`src/rtl/smu_pkg.sv`:
```
package smu_pkg;

  localparam int unsigned WORD_W = 32;

  typedef struct packed {
    logic [WORD_W-1:0] addr;
    logic [WORD_W-1:0] data;
  } mirror_req_t;

  localparam int unsigned REQ_W = $bits(mirror_req_t);

  // Reorder a word so byte lane 0 carries the most significant byte.
  function automatic logic [WORD_W-1:0] to_big_endian(input logic [WORD_W-1:0] v);
    logic [WORD_W-1:0] r;
    for (int b = 0; b < WORD_W/8; b++) begin
      r[b*8 +: 8] = v[(WORD_W/8-1-b)*8 +: 8];
    end
    return r;
  endfunction

  // Slot address: base plus four bytes per slot, modulo the word width.
  function automatic logic [WORD_W-1:0] slot_addr(input logic [WORD_W-1:0] base,
                                                  input logic [WORD_W-1:0] slot);
    return base + (slot << 2);
  endfunction

endpackage

```
`src/rtl/smu_decode.sv`:
```
module smu_decode #(
  parameter int unsigned IDX_W     = 16,
  parameter int unsigned NUM_SLOTS = 8,
  parameter logic [IDX_W-1:0] WIN_BASE = 16'h0578,
  parameter logic [IDX_W-1:0] MASK_IDX = 16'h01DC,
  parameter logic [IDX_W-1:0] BASE_IDX = 16'h01DD,
  localparam int unsigned SLOT_W = (NUM_SLOTS > 1) ? $clog2(NUM_SLOTS) : 1
) (
  input  logic [IDX_W-1:0]  idx,
  output logic              is_mask,
  output logic              is_base,
  output logic              in_window,
  output logic [SLOT_W-1:0] slot
);

  logic [IDX_W-1:0] offset;

  assign offset    = idx - WIN_BASE;
  assign in_window = (offset < IDX_W'(NUM_SLOTS));
  assign slot      = offset[SLOT_W-1:0];
  assign is_mask   = (idx == MASK_IDX);
  assign is_base   = (idx == BASE_IDX);

endmodule

```
`src/rtl/smu_ctrl_regs.sv`:
```
module smu_ctrl_regs
  import smu_pkg::*;
#(
  parameter int unsigned NUM_SLOTS = 8
) (
  input  logic                 clk,
  input  logic                 rst_n,
  input  logic                 wr_fire,
  input  logic                 is_mask,
  input  logic                 is_base,
  input  logic [WORD_W-1:0]    wr_data,
  output logic [NUM_SLOTS-1:0] mask_q,
  output logic [WORD_W-1:0]    base_q
);

  always_ff @(posedge clk) begin
    if (!rst_n) begin
      mask_q <= '0;
      base_q <= '0;
    end else if (wr_fire) begin
      if (is_mask) mask_q <= wr_data[NUM_SLOTS-1:0];
      if (is_base) base_q <= wr_data;
    end
  end

  AST_MASK_HELD: assert property (@(posedge clk) disable iff (!rst_n)
    !(wr_fire && is_mask) |=> $stable(mask_q));
  AST_BASE_HELD: assert property (@(posedge clk) disable iff (!rst_n)
    !(wr_fire && is_base) |=> $stable(base_q));

endmodule

```
`src/rtl/smu_fifo.sv`:
```
module smu_fifo #(
  parameter int unsigned WIDTH = 64,
  parameter int unsigned DEPTH = 4,
  localparam int unsigned PTR_W = (DEPTH > 1) ? $clog2(DEPTH) : 1,
  localparam int unsigned CNT_W = $clog2(DEPTH + 1)
) (
  input  logic             clk,
  input  logic             rst_n,
  input  logic             push,
  input  logic [WIDTH-1:0] push_data,
  input  logic             pop,
  output logic [WIDTH-1:0] head,
  output logic             full,
  output logic             empty
);

  logic [WIDTH-1:0] store [DEPTH];
  logic [PTR_W-1:0] wr_ptr, rd_ptr;
  logic [CNT_W-1:0] count;

  function automatic logic [PTR_W-1:0] bump(input logic [PTR_W-1:0] p);
    return (p == PTR_W'(DEPTH - 1)) ? '0 : p + 1'b1;
  endfunction

  assign full  = (count == CNT_W'(DEPTH));
  assign empty = (count == '0);
  assign head  = store[rd_ptr];

  always_ff @(posedge clk) begin
    if (push) store[wr_ptr] <= push_data;
  end

  always_ff @(posedge clk) begin
    if (!rst_n) begin
      wr_ptr <= '0;
      rd_ptr <= '0;
      count  <= '0;
    end else begin
      if (push) wr_ptr <= bump(wr_ptr);
      if (pop)  rd_ptr <= bump(rd_ptr);
      case ({push, pop})
        2'b10:   count <= count + 1'b1;
        2'b01:   count <= count - 1'b1;
        default: count <= count;
      endcase
    end
  end

  AST_NO_OVERFLOW: assert property (@(posedge clk) disable iff (!rst_n)
    push |-> (count < CNT_W'(DEPTH)));
  AST_NO_UNDERFLOW: assert property (@(posedge clk) disable iff (!rst_n)
    pop |-> (count != '0));

endmodule

```
`src/rtl/scratch_mirror_unit.sv`:
```
module scratch_mirror_unit
  import smu_pkg::*;
#(
  parameter int unsigned IDX_W      = 16,
  parameter int unsigned NUM_SLOTS  = 8,
  parameter logic [IDX_W-1:0] WIN_BASE = 16'h0578,
  parameter logic [IDX_W-1:0] MASK_IDX = 16'h01DC,
  parameter logic [IDX_W-1:0] BASE_IDX = 16'h01DD,
  parameter int unsigned FIFO_DEPTH = 4,
  parameter bit          BIG_ENDIAN = 1'b1
) (
  input  logic              clk,
  input  logic              rst_n,
  input  logic              wr_valid,
  output logic              wr_ready,
  input  logic [IDX_W-1:0]  wr_idx,
  input  logic [WORD_W-1:0] wr_data,
  output logic              mem_req,
  input  logic              mem_ack,
  output logic [WORD_W-1:0] mem_addr,
  output logic [WORD_W-1:0] mem_data
);

  localparam int unsigned SLOT_W = (NUM_SLOTS > 1) ? $clog2(NUM_SLOTS) : 1;

  // Named internal events
  logic                 wr_fire;
  logic                 is_mask_wr, is_base_wr, in_window;
  logic [SLOT_W-1:0]    slot;
  logic [NUM_SLOTS-1:0] mask_q;
  logic [WORD_W-1:0]    base_q;
  logic                 slot_enabled;
  logic                 fifo_push, fifo_pop, fifo_full, fifo_empty;
  logic [WORD_W-1:0]    lane_data;
  mirror_req_t          push_entry, head_entry;

  assign wr_ready = !fifo_full;
  assign wr_fire  = wr_valid && wr_ready;

  smu_decode #(
    .IDX_W(IDX_W), .NUM_SLOTS(NUM_SLOTS),
    .WIN_BASE(WIN_BASE), .MASK_IDX(MASK_IDX), .BASE_IDX(BASE_IDX)
  ) u_decode (
    .idx(wr_idx), .is_mask(is_mask_wr), .is_base(is_base_wr),
    .in_window(in_window), .slot(slot)
  );

  smu_ctrl_regs #(.NUM_SLOTS(NUM_SLOTS)) u_regs (
    .clk(clk), .rst_n(rst_n), .wr_fire(wr_fire),
    .is_mask(is_mask_wr), .is_base(is_base_wr), .wr_data(wr_data),
    .mask_q(mask_q), .base_q(base_q)
  );

  assign slot_enabled = mask_q[slot];
  assign fifo_push    = wr_fire && in_window && slot_enabled;

  generate
    if (BIG_ENDIAN) begin : g_big
      assign lane_data = to_big_endian(wr_data);
    end else begin : g_little
      assign lane_data = wr_data;
    end
  endgenerate

  assign push_entry.addr = slot_addr(base_q, WORD_W'(slot));
  assign push_entry.data = lane_data;

  smu_fifo #(.WIDTH(REQ_W), .DEPTH(FIFO_DEPTH)) u_queue (
    .clk(clk), .rst_n(rst_n),
    .push(fifo_push), .push_data(push_entry),
    .pop(fifo_pop), .head(head_entry),
    .full(fifo_full), .empty(fifo_empty)
  );

  assign mem_req  = !fifo_empty;
  assign mem_addr = head_entry.addr;
  assign mem_data = head_entry.data;
  assign fifo_pop = mem_req && mem_ack;

  AST_REQ_HOLD: assert property (@(posedge clk) disable iff (!rst_n)
    (mem_req && !mem_ack) |=> (mem_req && $stable(mem_addr) && $stable(mem_data)));
  AST_REQ_FROM_PUSH: assert property (@(posedge clk) disable iff (!rst_n)
    $rose(mem_req) |-> $past(fifo_push));
  AST_PUSH_ACCEPTED: assert property (@(posedge clk) disable iff (!rst_n)
    fifo_push |-> (wr_valid && wr_ready));
  AST_NO_CTRL_MIRROR: assert property (@(posedge clk) disable iff (!rst_n)
    fifo_push |-> !(is_mask_wr || is_base_wr));

endmodule

```
`config.mk`:
```
export PLATFORM = sky130hd
export DESIGN_NAME = scratch_mirror_unit
export DESIGN_NICKNAME = d
export VERILOG_FILES = /design/src/rtl/smu_pkg.sv /design/src/rtl/smu_decode.sv /design/src/rtl/smu_ctrl_regs.sv /design/src/rtl/smu_fifo.sv /design/src/rtl/scratch_mirror_unit.sv
export SDC_FILE = /design/constraint.sdc
export NUM_CORES = 1
export LEC_CHECK = 0
export ABC_CLOCK_PERIOD_IN_PS = 7100
export BUFFER_PORTS_ARGS = -buffer_cell sky130_fd_sc_hd__buf_4
export CAP_MARGIN = 20
export CORE_UTILIZATION = 50
export CTS_CLUSTER_SIZE = 8
export DETAILED_ROUTE_END_ITERATION = 7
export GPL_TIMING_DRIVEN = 0
export MAX_ROUTING_LAYER = met4
export PLACE_DENSITY = 0.69
export SYNTH_ARGS = -nofsm -noshare
export SYNTH_HDL_FRONTEND = slang
export SYNTH_SLANG_ARGS = --single-unit
```
`constraint.sdc`:
```
create_clock -name clk -period 7.1 [get_ports clk]
set_input_delay 1.775 -clock clk [delete_from_list [all_inputs] [get_ports clk]]
set_output_delay 1.775 -clock clk [all_outputs]
set_load 0.005 [all_outputs]
```
Yosys cells after proc, flatten, opt, wreduce, memory -nomap -nowiden
Memory sizes are Yosys's and may differ from the RTL's. A register that Yosys moved wholly into a read port is not among the register bits.
Cells that the tools add are included.

word-level totals
  input port bits = 52
  memories kept = 1
  bits in writable memories = 256
  register bits = 47
  output and inout port bits = 66
  word-level logic and storage cells = 40

cells by class
  add/subtract/negate cells = 6
  reduce and logical (&&, ||, !) cells = 10
  mux-type cells = 9
  eq/ne operators = 7
  order comparisons = 2

memories
  memory         words  bits a word  read ports  clocked after Yosys merged registers in  wr ports  RTL line        RTL
  u_queue.store  4      64           1           1                                        1         smu_fifo.sv:17  logic [WIDTH-1:0] store [DEPTH];

operators by type and width
  operator                                              number
  adder 32 x 5 -> 32 bit                                1
  == test 16 x 9 -> 1 bit (second input constant)       2
  < comparator 16 x 4 -> 1 bit (second input constant)  1
  subtractor 16 x 11 -> 16 bit (second input constant)  1
  2-to-1 mux 2 bit                                      4
  == test 2 bit (second input constant)                 3
  one-hot mux 3 bit (2 select lines)                    1
  adder 2 x 1 -> 2 bit (second input constant)          2
  logical AND 1 bit                                     4
  < comparator 3 x 4 -> 1 bit (second input constant)   1
  AND reduction 2 bit                                   2
  adder 3 x 1 -> 3 bit (second input constant)          1
  binary-select mux 1 bit (select 3 bit)                1
  == test 3 bit (second input constant)                 1
  logical NOT 3 bit                                     1
  2-to-1 mux 1 bit                                      3
  subtractor 3 x 1 -> 3 bit (second input constant)     1
  == test 2 x 1 -> 1 bit (second input constant)        1
  logical NOT 1 bit                                     2
  nonzero test 2 bit                                    1

Depth between registers and ports, before layout
Gate-level depths: netlist of the first run.

  depth in word-level cells = 7
  gate-level depth with buffers = 13
  depth with buffers taken out = 13

Hierarchy
A second synthesis of the first run with hierarchy kept.

second synthesis, totals
  cells, all modules = 712
  area total of the unflattened synthesis = 12535.8 µm²

by module, submodules not included
  module               cells each  times used  area each (µm²)
  smu_fifo             381         1           9774.4
  smu_ctrl_regs        185         1           1701.6
  scratch_mirror_unit  100         1           753.2
  smu_decode           46          1           306.5

Worst setup path after synthesis of the first run
Ideal clock, no wire load.

  path kind = input -> register
  start point = in wr_idx[3]
  end point = mem u_queue.store[0][0], enable pin
  path buffers = 0
  arrival time = 4.607 ns
  setup time = 0.429 ns
  slack = 2.064 ns
  stages on the path = 7
  data required time = 6.671 ns
  path through = ha_1 > and3_1 > mux2_2 > o31ai_1 > and3_1 > and3_1 > and2_1

between the ends
  longest elaborated chain between the ends = 6

ends and longest elaborated chain
  item                                    RTL line                   RTL
  from (decl)                             scratch_mirror_unit.sv:16  input logic [IDX_W-1:0] wr_idx,
  subtractor 16 x 11 -> 16 bit            smu_decode.sv:18           assign offset = idx - WIN_BASE;
  < comparator 16 x 4 -> 1 bit            smu_decode.sv:19           assign in_window = (offset < IDX_W'(NUM_SLOTS));
  logical AND 1 bit (2 in series)         scratch_mirror_unit.sv:55  assign fifo_push = wr_fire && in_window && slot_enabled;
  2-to-1 mux 1 bit                        smu_fifo.sv:30             if (push) store[wr_ptr] <= push_data;
  2-to-1 mux 1 bit (not written as such)  smu_fifo.sv:30
  to (decl)                               smu_fifo.sv:17

Every way passes these cells.

==> results.md, run 1 <==
- CTS tree: yes
- Share of cells above drive strength 1: 33.8%
- RD Place Congestion: 0.837
- Cts-stage hold buffer count: 0
- Compound-Gate Fraction of Synth Area: 3.96%
- Synthesis warning total: 0
- Yosys top cell area share: 62.9%
- Clock Power Share: 48.6%
- Max_slew headroom: 40.8%
- Critical Path Source Type: register
- Area contributors post-synth: edfxtp_1 63%, mux4_2 12%, dfxtp_1 8.0%, a21oi_2 2.1%, nand2_1 1.9%
- Clock transition at path regs: 0.05 ns
- Global-route wire length before repair: 38,300 µm
- Antenna Nets Post-Route: 0
- Area of the multi-input gates: 3350 µm²
- Power Total: 3880 µW
- Mapped cell area: 12,200 µm²
- Min-delay src: u_regs.base_q[4]
- WS Path Type: reg2out
- Dpl hpwl: 16,000 µm
- Top-count cell post-synth: edfxtp_1
- Worst hold margin: 0.473 ns
- EDFF count, synth: 256
- Commonest cells in the netlist: 256 x edfxtp_1, 65 x mux4_2, 63 x nand2_1
- Mux contribution to synthesized area: 12.9%
- Post-CTS resize count: 0
- # DRC: 0
- DRT iter0 DRCs: 492
- Synth async-reset ratio: 0%
- Maximum vdd drop: 0.000170 V
- Final wirelength: 24,700 µm
- Cell accounting for the most synthesized area: edfxtp_1
- Die Ht: 158 µm
- Largest net degree at the start of global routing: 60
- Via-per-instance ratio: 5.47
- DRT Pass-1 Iters: 5
- CTS sink count: 305
- Bufs on Longest Clock Path: 3
- Fmax: 0.206 GHz
- Critical Path RT: 5.33 ns
- Sequential area share after synthesis: 70.9%
- Worst Path Buf+Inv: 3
- Nets@finish: 928
- Most common flop cell mapped by yosys: edfxtp_1
- Total CTS buffers: 44
- Worst slew pin tran: 0.888 ns
- Hold Crit Depth: 2
- Critical Path End Type: output port
- CP max stage cell: buf_1
- Syn avg cell area: 17.5 µm²
- Worst R2R Setup Slack: 4.08 ns
- Final setup viols: 0
- DR vias: 6,659
- Core Region: 23,800 µm²
- Setup Buffers After CTS: 0
- Combinational share of power: 1.8%
- Largest family of logic cells by synthesized area: multiplexers
- N_diodes: 0
- Pwr dens: 261 nW/µm²
- Hold Path Class: reg2reg
- H-tree depth: 2
- R2R Path End: u_queue.count[2]
- Die W: 158 µm
- Clock Skew: 0.0167 ns
- Area Growth Syn to Fin: 21.7%
- Initial antenna violation count: 0
- CP arrival: 3.08 ns
- Vias in the first global route: 6,930
- Total I/O pin count: 118
- Adder-cell share of the synthesized area: 1.35%
- Clock latency on the worst-skew pair: 0.53 ns
- Seq pwr share: 49.7%
- Crit path cell chain: clkbuf_1 > buf_1 > mux4_2 > buf_4
- Cell Rows: 56
- Switching share of power: 19.2%
- CP max FO: 10
- Xor/xnor share of the synthesized area: 2.15%
- Final Util: 62.6%
- #FFs+latches synth: 305
- Worst Hold Path EP: u_regs.base_q[4]
- Clk root buf: clkbuf_16
- All-Layer GR Usage: 21.3%
- IO buf count: 117
- # fillers: 1,669
- R2R Path Start: u_queue.count[0]
- Congestion Overflow GR: 0
- Max incr delay on CP: 0.73 ns
- Post-DR wirelength/cell: 20.3 µm
- Max cap viols: 0
- Tmin final: 4.85 ns
- Mapped Cells: 697
- Die Area: 25,100 µm²
- Top delay family on crit path: buffers and inverters
- Simple-gate share of the synthesized area: 6.94%
- Syn nets: 761
- Sw Pwr: 747 µW
- Hold Violations, Final: 0
- Yosys cell types: 51
- Outcome: completed
- Starting Density: 51.5%
- P_leak: 0.00499 µW
- Setup tns final: 0 ns
- R2R depth: 12
- Fin crit share: 68.3%
- Unrepaired setup endpoints after global routing: false
- FF+latch area: 8670 µm²
- Internal power: 3140 µW
- Max-slew violations: 0
cells in the final DEF (no fill, tap or decap), types with 3 or more instances in the layout:
master       n
clkbuf_1    46
xnor2_1     20
a21oi_1     11
nand4_1      5
and2_4       4
nand3_1      8
and3_1      11
nand2_1     63
xor2_1      10
o21ai_0      6
edfxtp_1   256
inv_1       15
dfxtp_1     49
clkbuf_16   45
nor2_1      26
a21oi_2     30
ha_1        10
and2_1       3
mux4_2      65
buf_12       6
a21o_1       3
nor2b_1      4
a22oi_1      3
and4_1       3
buf_1        9
nand2_2     24
buf_4      118
mux2i_1      9
power by group through the flow:
stage | Clock, µW | Sequential (µW) | Combinational (µW)
final | 1890 | 1930 | 68.5
after global routing | 1990 | 1930 | 73.5
after CTS | 1910 | 1930 | 67.8
after detailed placement | 0 | 1960 | 67.5
after global placement | 0 | 1960 | 63.4
after floorplan | 0 | 1960 | 19.3
cell families after synthesis:
kind of cell / count (synthesis)
compound gates: 64
buf+inv: 42
flops: 305
simple gates: 168
mux: 76
xor+xnor: 30
fa+ha+maj: 12
per-stage QoR:
stage,area (µm²),worst slack [ns],cells
2_1_floorplan,12200,2.06,697
3_3_place_gp,13500,0.682,1133
3_5_place_dp,13600,2.37,1137
4_1_cts,14900,2.11,1218
5_1_grt,14900,1.98,1218
6_report,14900,2.25,1218
worst reg2reg max path, delay by kind of cell (launching register included):
family | cells | cell delay, ns
fa+ha+maj | 2 | 0.57
simple gates | 5 | 1.40
compound gates | 2 | 0.33
buf+inv | 2 | 0.15
xor+xnor | 1 | 0.17
flops | 1 | 0.33
flip-flops by register name, indices dropped and copies added, names as in the netlist, named ones only:
name and cells:
u_queue.count 3, u_queue.rd_ptr 2, u_queue.store 256, u_queue.wr_ptr 2
u_regs.base_q 32, u_regs.mask_q 8
worst max-delay path by stage:
| stage | from | to | slack, ns | depth (start not counted) |
|---|---|---|---|---|
| floorplan | wr_idx[3] | u_queue.store[0][0] | 2.06 | 7 |
| global placement | wr_idx[10] | u_queue.store[1][54] | 0.68 | 7 |
| detailed placement | wr_idx[3] | u_queue.count[2] | 2.37 | 14 |
| CTS | register | mem_data[25] | 2.11 | 4 |
| global route | register | mem_data[25] | 1.98 | 4 |
| finish | register | mem_data[24] | 2.25 | 4 |
layer usage:
layer  wire length, µm  vias to the layer above  track usage (%)  part of all wire (%)
met5                 0                        -                -                     0
met4               555                        0             7.88                   2.2
met3              1230                       45             2.99                   5.0
met2             12300                      202             34.2                    50
met1             10500                     3361             27.8                    43
li1                  -                     3051                -                     -
cell type report:
type	count	area share [%]
clock buffer	78	8.40
sequential	305	58.3
tap	319	2.68
multi-input combinational	350	22.5
clock inverter	3	0.177
inverter	15	0.379
timing repair buffer	121	6.49
buffer	27	1.09
Note: power is estimated with default switching activity, not from simulation.
==> run 2: changes to the inputs <==
ABC_CLOCK_PERIOD_IN_PS = 4200   (was 7100)
PLACE_DENSITY = 0.72   (was 0.69)
clock period = 4.2 ns   (was 7.1 ns; I/O delays follow)
==> results.md, run 2 (synthesis gave the netlist of run 1 again) <==
- P_leak: 0.00500 µW
- Dpl hpwl: 15,900 µm
- Max cap viols: 0
- Switching share of power: 19.0%
- Die W: 158 µm
- Clock Power Share: 48.3%
- Max-slew violations: 0
- Final Util: 62.7%
- All-Layer GR Usage: 20.8%
- CTS sink count: 305
- CP max stage cell: clkdlybuf4s15_1
- Die Ht: 158 µm
- H-tree depth: 2
- Pwr dens: 439 nW/µm²
- Post-CTS resize count: 3
- Initial antenna violation count: 0
- Critical Path Source Type: register
- Unrepaired setup endpoints after global routing: false
- CP max FO: 10
- Cell Rows: 56
- Bufs on Longest Clock Path: 3
- Antenna Nets Post-Route: 0
- Max incr delay on CP: 0.76 ns
- Fmax: 0.259 GHz
- Max reg flops: 256
- Design area: 14,900 µm²
- Post-DR wirelength/cell: 20.2 µm
- Clock transition at path regs: 0.05 ns
- Combinational share of power: 1.8%
- R2R Path Start: u_queue.count[2]
- Worst slew pin tran: 0.873 ns
- DR vias: 6,699
- DRT iter0 DRCs: 513
- Clock Skew: 0.0117 ns
- Top delay family on crit path: buffers and inverters
- Critical Path End Type: output port
- Seq pwr share: 49.9%
- Power Total: 6530 µW
- Cts-stage hold buffer count: 0
- Post-DP Area: 13,600 µm²
- WS Path Type: reg2out
- Largest net degree at the start of global routing: 53
- Die Area: 25,100 µm²
- Biggest regs: u_queue.store x256, u_regs.base_q x32, u_regs.mask_q x8
- Total CTS buffers: 44
- Fin crit share: 92.1%
- Clk root buf: clkbuf_16
- Most common cell after layout, fill and taps aside: edfxtp_1
- Final setup viols: 0
- Congestion Overflow GR: 0
- Leading cell types in the layout, fill and taps excluded: 256 x edfxtp_1, 118 x buf_4, 65 x mux4_2
- Setup Buffers After CTS: 0
- Min-delay src: u_regs.base_q[4]
- Max_slew headroom: 41.8%
- Crit path cell chain: clkdlybuf4s15_1 > mux4_2 > buf_4
- Vias in the first global route: 6,909
- Core Region: 23,800 µm²
- Share of cells above drive strength 1: 33.8%
- Top reg by flops: u_queue.store
- Internal power: 5300 µW
- N_diodes: 0
- Final wirelength: 24,500 µm
- CTS tree: yes
- Worst Path Buf+Inv: 2
- Nets@finish: 927
- Setup tns final: 0 ns
- Tmin final: 3.87 ns
- Global-route wire length before repair: 37,700 µm
- # DRC: 0
- Hold Path Class: reg2reg
- CP arrival: 2.82 ns
- Critical Path RT: 3.15 ns
- Hold Violations, Final: 0
- Via-per-instance ratio: 5.51
- Starting Density: 51.5%
- Area Growth Syn to Fin: 21.8%
- Maximum vdd drop: 0.000264 V
- Sw Pwr: 1240 µW
- IO buf count: 117
- Clock latency on the worst-skew pair: 0.51 ns
- RD Place Congestion: 0.813
- Outcome: completed
- Total I/O pin count: 118
- DRT Pass-1 Iters: 5
## run 2: final cells by class
type                       instances  area (µm²)
buffer                            26         171
clock buffer                      78        1250
clock inverter                     1        8.76
fill                            1675        8860
inverter                          15        56.3
multi-input combinational        350        3350
sequential                       305        8670
tap                              319         399
timing repair buffer             121         988
## run 2: final timing paths
kind / endpoint / slack (ns) / cells past startpoint
setup / recovery: mem_addr[1] / 0.33 / 3
hold / removal: u_regs.base_q[4] / 0.47 / 2
setup reg to reg: u_queue.count[2] / 1.18 / 12
hold reg to reg: u_regs.base_q[4] / 0.47 / 2
## run 2: layer usage
layer | GRT usage [%] | up-vias | share of wire (%)
met1 | 27.1 | 3378 | 43
met4 | 6.23 | 0 | 2.2
met5 | - | - | 0
met2 | 33.7 | 215 | 49
met3 | 3.59 | 47 | 5.6
li1 | - | 3059 | -
## run 2: power by group through the flow
stage / Combinational (µW) / Sequential, µW / Clock (µW)
3_5_place_dp: 114 / 3320 / 0
3_3_place_gp: 107 / 3320 / 0
6_report: 116 / 3260 / 3160
5_1_grt: 125 / 3260 / 3340
4_1_cts: 115 / 3260 / 3200
2_1_floorplan: 32.6 / 3320 / 0
## run 2: worst reg2reg max path, cell delays in order, from the launching register on
cell and delay, ns:
dfxtp_1 0.35, or3b_2 0.51, o2111ai_1 0.18, nor4_1 0.12, and3_1 0.19, and3_1 0.22
inv_1 0.08, ha_1 0.18, inv_1 0.07, fa_1 0.38, xor2_1 0.17, or3_1 0.32
a21oi_1 0.17
## run 2: through the flow
step           hold slack (ns)  std cells  worst slack [ns]
2_1_floorplan            0.444        697             0.588
3_3_place_gp             0.455       1133            -0.253
3_5_place_dp             0.461       1137             0.195
4_1_cts                  0.469       1215             0.184
5_1_grt                  0.488       1215             0.103
6_report                 0.469       1215             0.332
==> run 3: changes to the inputs <==
CORE_ASPECT_RATIO = 1.75   (was not set)
==> results.md, run 3 (synthesis gave the netlist of run 1 again) <==
- Outcome: completed
- CP max FO: 10
- All-Layer GR Usage: 21.1%
- Hold Path Class: reg2reg
- Worst hold margin: 0.472 ns
- Clk root buf: clkbuf_16
- P_leak: 0.00500 µW
- Pwr dens: 440 nW/µm²
- Final setup viols: 0
- Cell Rows: 75
- Unrepaired setup endpoints after global routing: false
- Largest net degree at the start of global routing: 49
- Design area: 14,900 µm²
- Highest Signal Layer: met4
- Clock Skew: 0.0182 ns
- Power Total: 6530 µW
- Post-DP Area: 13,600 µm²
- CP arrival: 2.82 ns
- Max cap viols: 0
- Antenna Nets Post-Route: 0
- Clock transition at path regs: 0.05 ns
- Starting Density: 50.9%
- Fmax: 0.258 GHz
- Hold Violations, Final: 0
- Vias in the first global route: 7,003
- DR vias: 6,563
- Max_slew headroom: 41.6%
- Die W: 120 µm
- Total I/O pin count: 118
- CTS sink count: 305
- Global-route wire length before repair: 38,100 µm
- Critical Path End Type: output port
- DRT iter0 DRCs: 328
- Share of cells above drive strength 1: 34.3%
- Post-DR wirelength/cell: 20.4 µm
- FF+latch area: 8670 µm²
- Bufs on Longest Clock Path: 3
- # fillers: 1,805
- Crit path cell chain: clkbuf_1 > clkdlybuf4s15_2 > mux4_2 > buf_4
- Critical Path Source Type: register
- IO buf count: 117
- Nets@finish: 928
- Via-per-instance ratio: 5.45
- Die Area: 25,100 µm²
- Leading cell types in the layout, fill and taps excluded: 256 x edfxtp_1, 118 x buf_4, 65 x mux4_2
- Dpl hpwl: 16,400 µm
- DRT met1 WL: 8980 µm
- CP max stage cell: clkbuf_1
- DR WL met2: 13,800 µm
- Final wirelength: 24,600 µm
- Final Util: 61.9%
- Most common cell after layout, fill and taps aside: edfxtp_1
- Maximum vdd drop: 0.000342 V
- Clock latency on the worst-skew pair: 0.51 ns
- N_diodes: 0
- Routed wl met3: 1090 µm
- Max-slew violations: 0
- Core Region: 24,000 µm²
- Critical Path RT: 3.15 ns
- Max reg flops: 256
- Tmin final: 3.87 ns
- Initial antenna violation count: 0
- H-tree depth: 2
- Total CTS buffers: 44
- CTS tree: yes
- DRT Pass-1 Iters: 4
- Biggest regs: u_queue.store x256, u_regs.base_q x32, u_regs.mask_q x8
- WS Path Type: reg2out
- Worst slew pin tran: 0.875 ns
- Max incr delay on CP: 0.65 ns
- Worst Path Buf+Inv: 3
- RD Place Congestion: 0.818
- # DRC: 0
- Die Ht: 209 µm
- Top delay family on crit path: buffers and inverters
- Setup tns final: 0 ns
- Area of the multi-input gates: 3350 µm²
- Top reg by flops: u_queue.store
- Fin crit share: 92.3%
- Congestion Overflow GR: 0
- Area Growth Syn to Fin: 21.6%
==> run 3: cell count changes in the layout (fill, tap and decap cells not counted) <==
cell,change
clkdlybuf4s15_1,-1
buf_16,-2
buf_12,+2
buf_1,-4
clkbuf_2,+5
clkbuf_1,+1
==> run 3: timing repair <==
item / CTS / global route
hold buffers: 0 / 0
setup buffers: 0 / 0
endpoints found under the hold margin: 0 / 0
resized for setup: 2 / 10
setup endpoints to repair: 2 / 29
==> run 3: area by class of cell <==
cell class                 instances  share of cell area (%)
clock inverter                     1                  0.0589
clock buffer                      78                    8.41
sequential                       305                    58.3
inverter                          15                   0.379
buffer                            27                    1.18
timing repair buffer             121                    6.55
multi-input combinational        350                    22.5
tap                              308                    2.59
==> run 3: power breakdown <==
group          internal, µW  switching, µW
logic                  47.4           68.5
registers              3260         0.0116
clock network          1990           1170
total                  5300           1240
==> run 3: final timing paths <==
check	cells after the start	endpoint	slack [ns]	startpoint
hold reg to reg	2	u_regs.base_q[2]	0.47	u_regs.base_q[2]
setup / recovery	4	mem_addr[10]	0.33	register
hold / removal	2	u_regs.base_q[2]	0.47	u_regs.base_q[2]
setup reg to reg	12	u_queue.count[2]	1.28	u_queue.count[0]
==> run 3: worst register-to-register path, stage by stage, from the launching register on <==
cell and delay (ns):
dfxtp_1 0.33, or3b_2 0.51, o2111ai_1 0.13, nor4_1 0.11, and3_1 0.19, and3_1 0.23, inv_1 0.11, ha_1 0.19
inv_1 0.06, fa_1 0.38, xor2_1 0.16, or3_1 0.30, a21oi_1 0.14
==> run 3: stage by stage <==
step	setup slack [ns]	std cells
after floorplan	0.588	697
after global placement	-0.423	1122
after detailed placement	0.214	1126
after CTS	0.0453	1205
after global routing	0.163	1205
final	0.325	1205
==> run 3: per-layer routing <==
| layer | track usage [%] | up-vias |
|---|---|---|
| met3 | 3.41 | 49 |
| met5 | - | - |
| met2 | 38.5 | 184 |
| li1 | - | 3042 |
| met1 | 22.4 | 3288 |
| met4 | 8.15 | 0 |
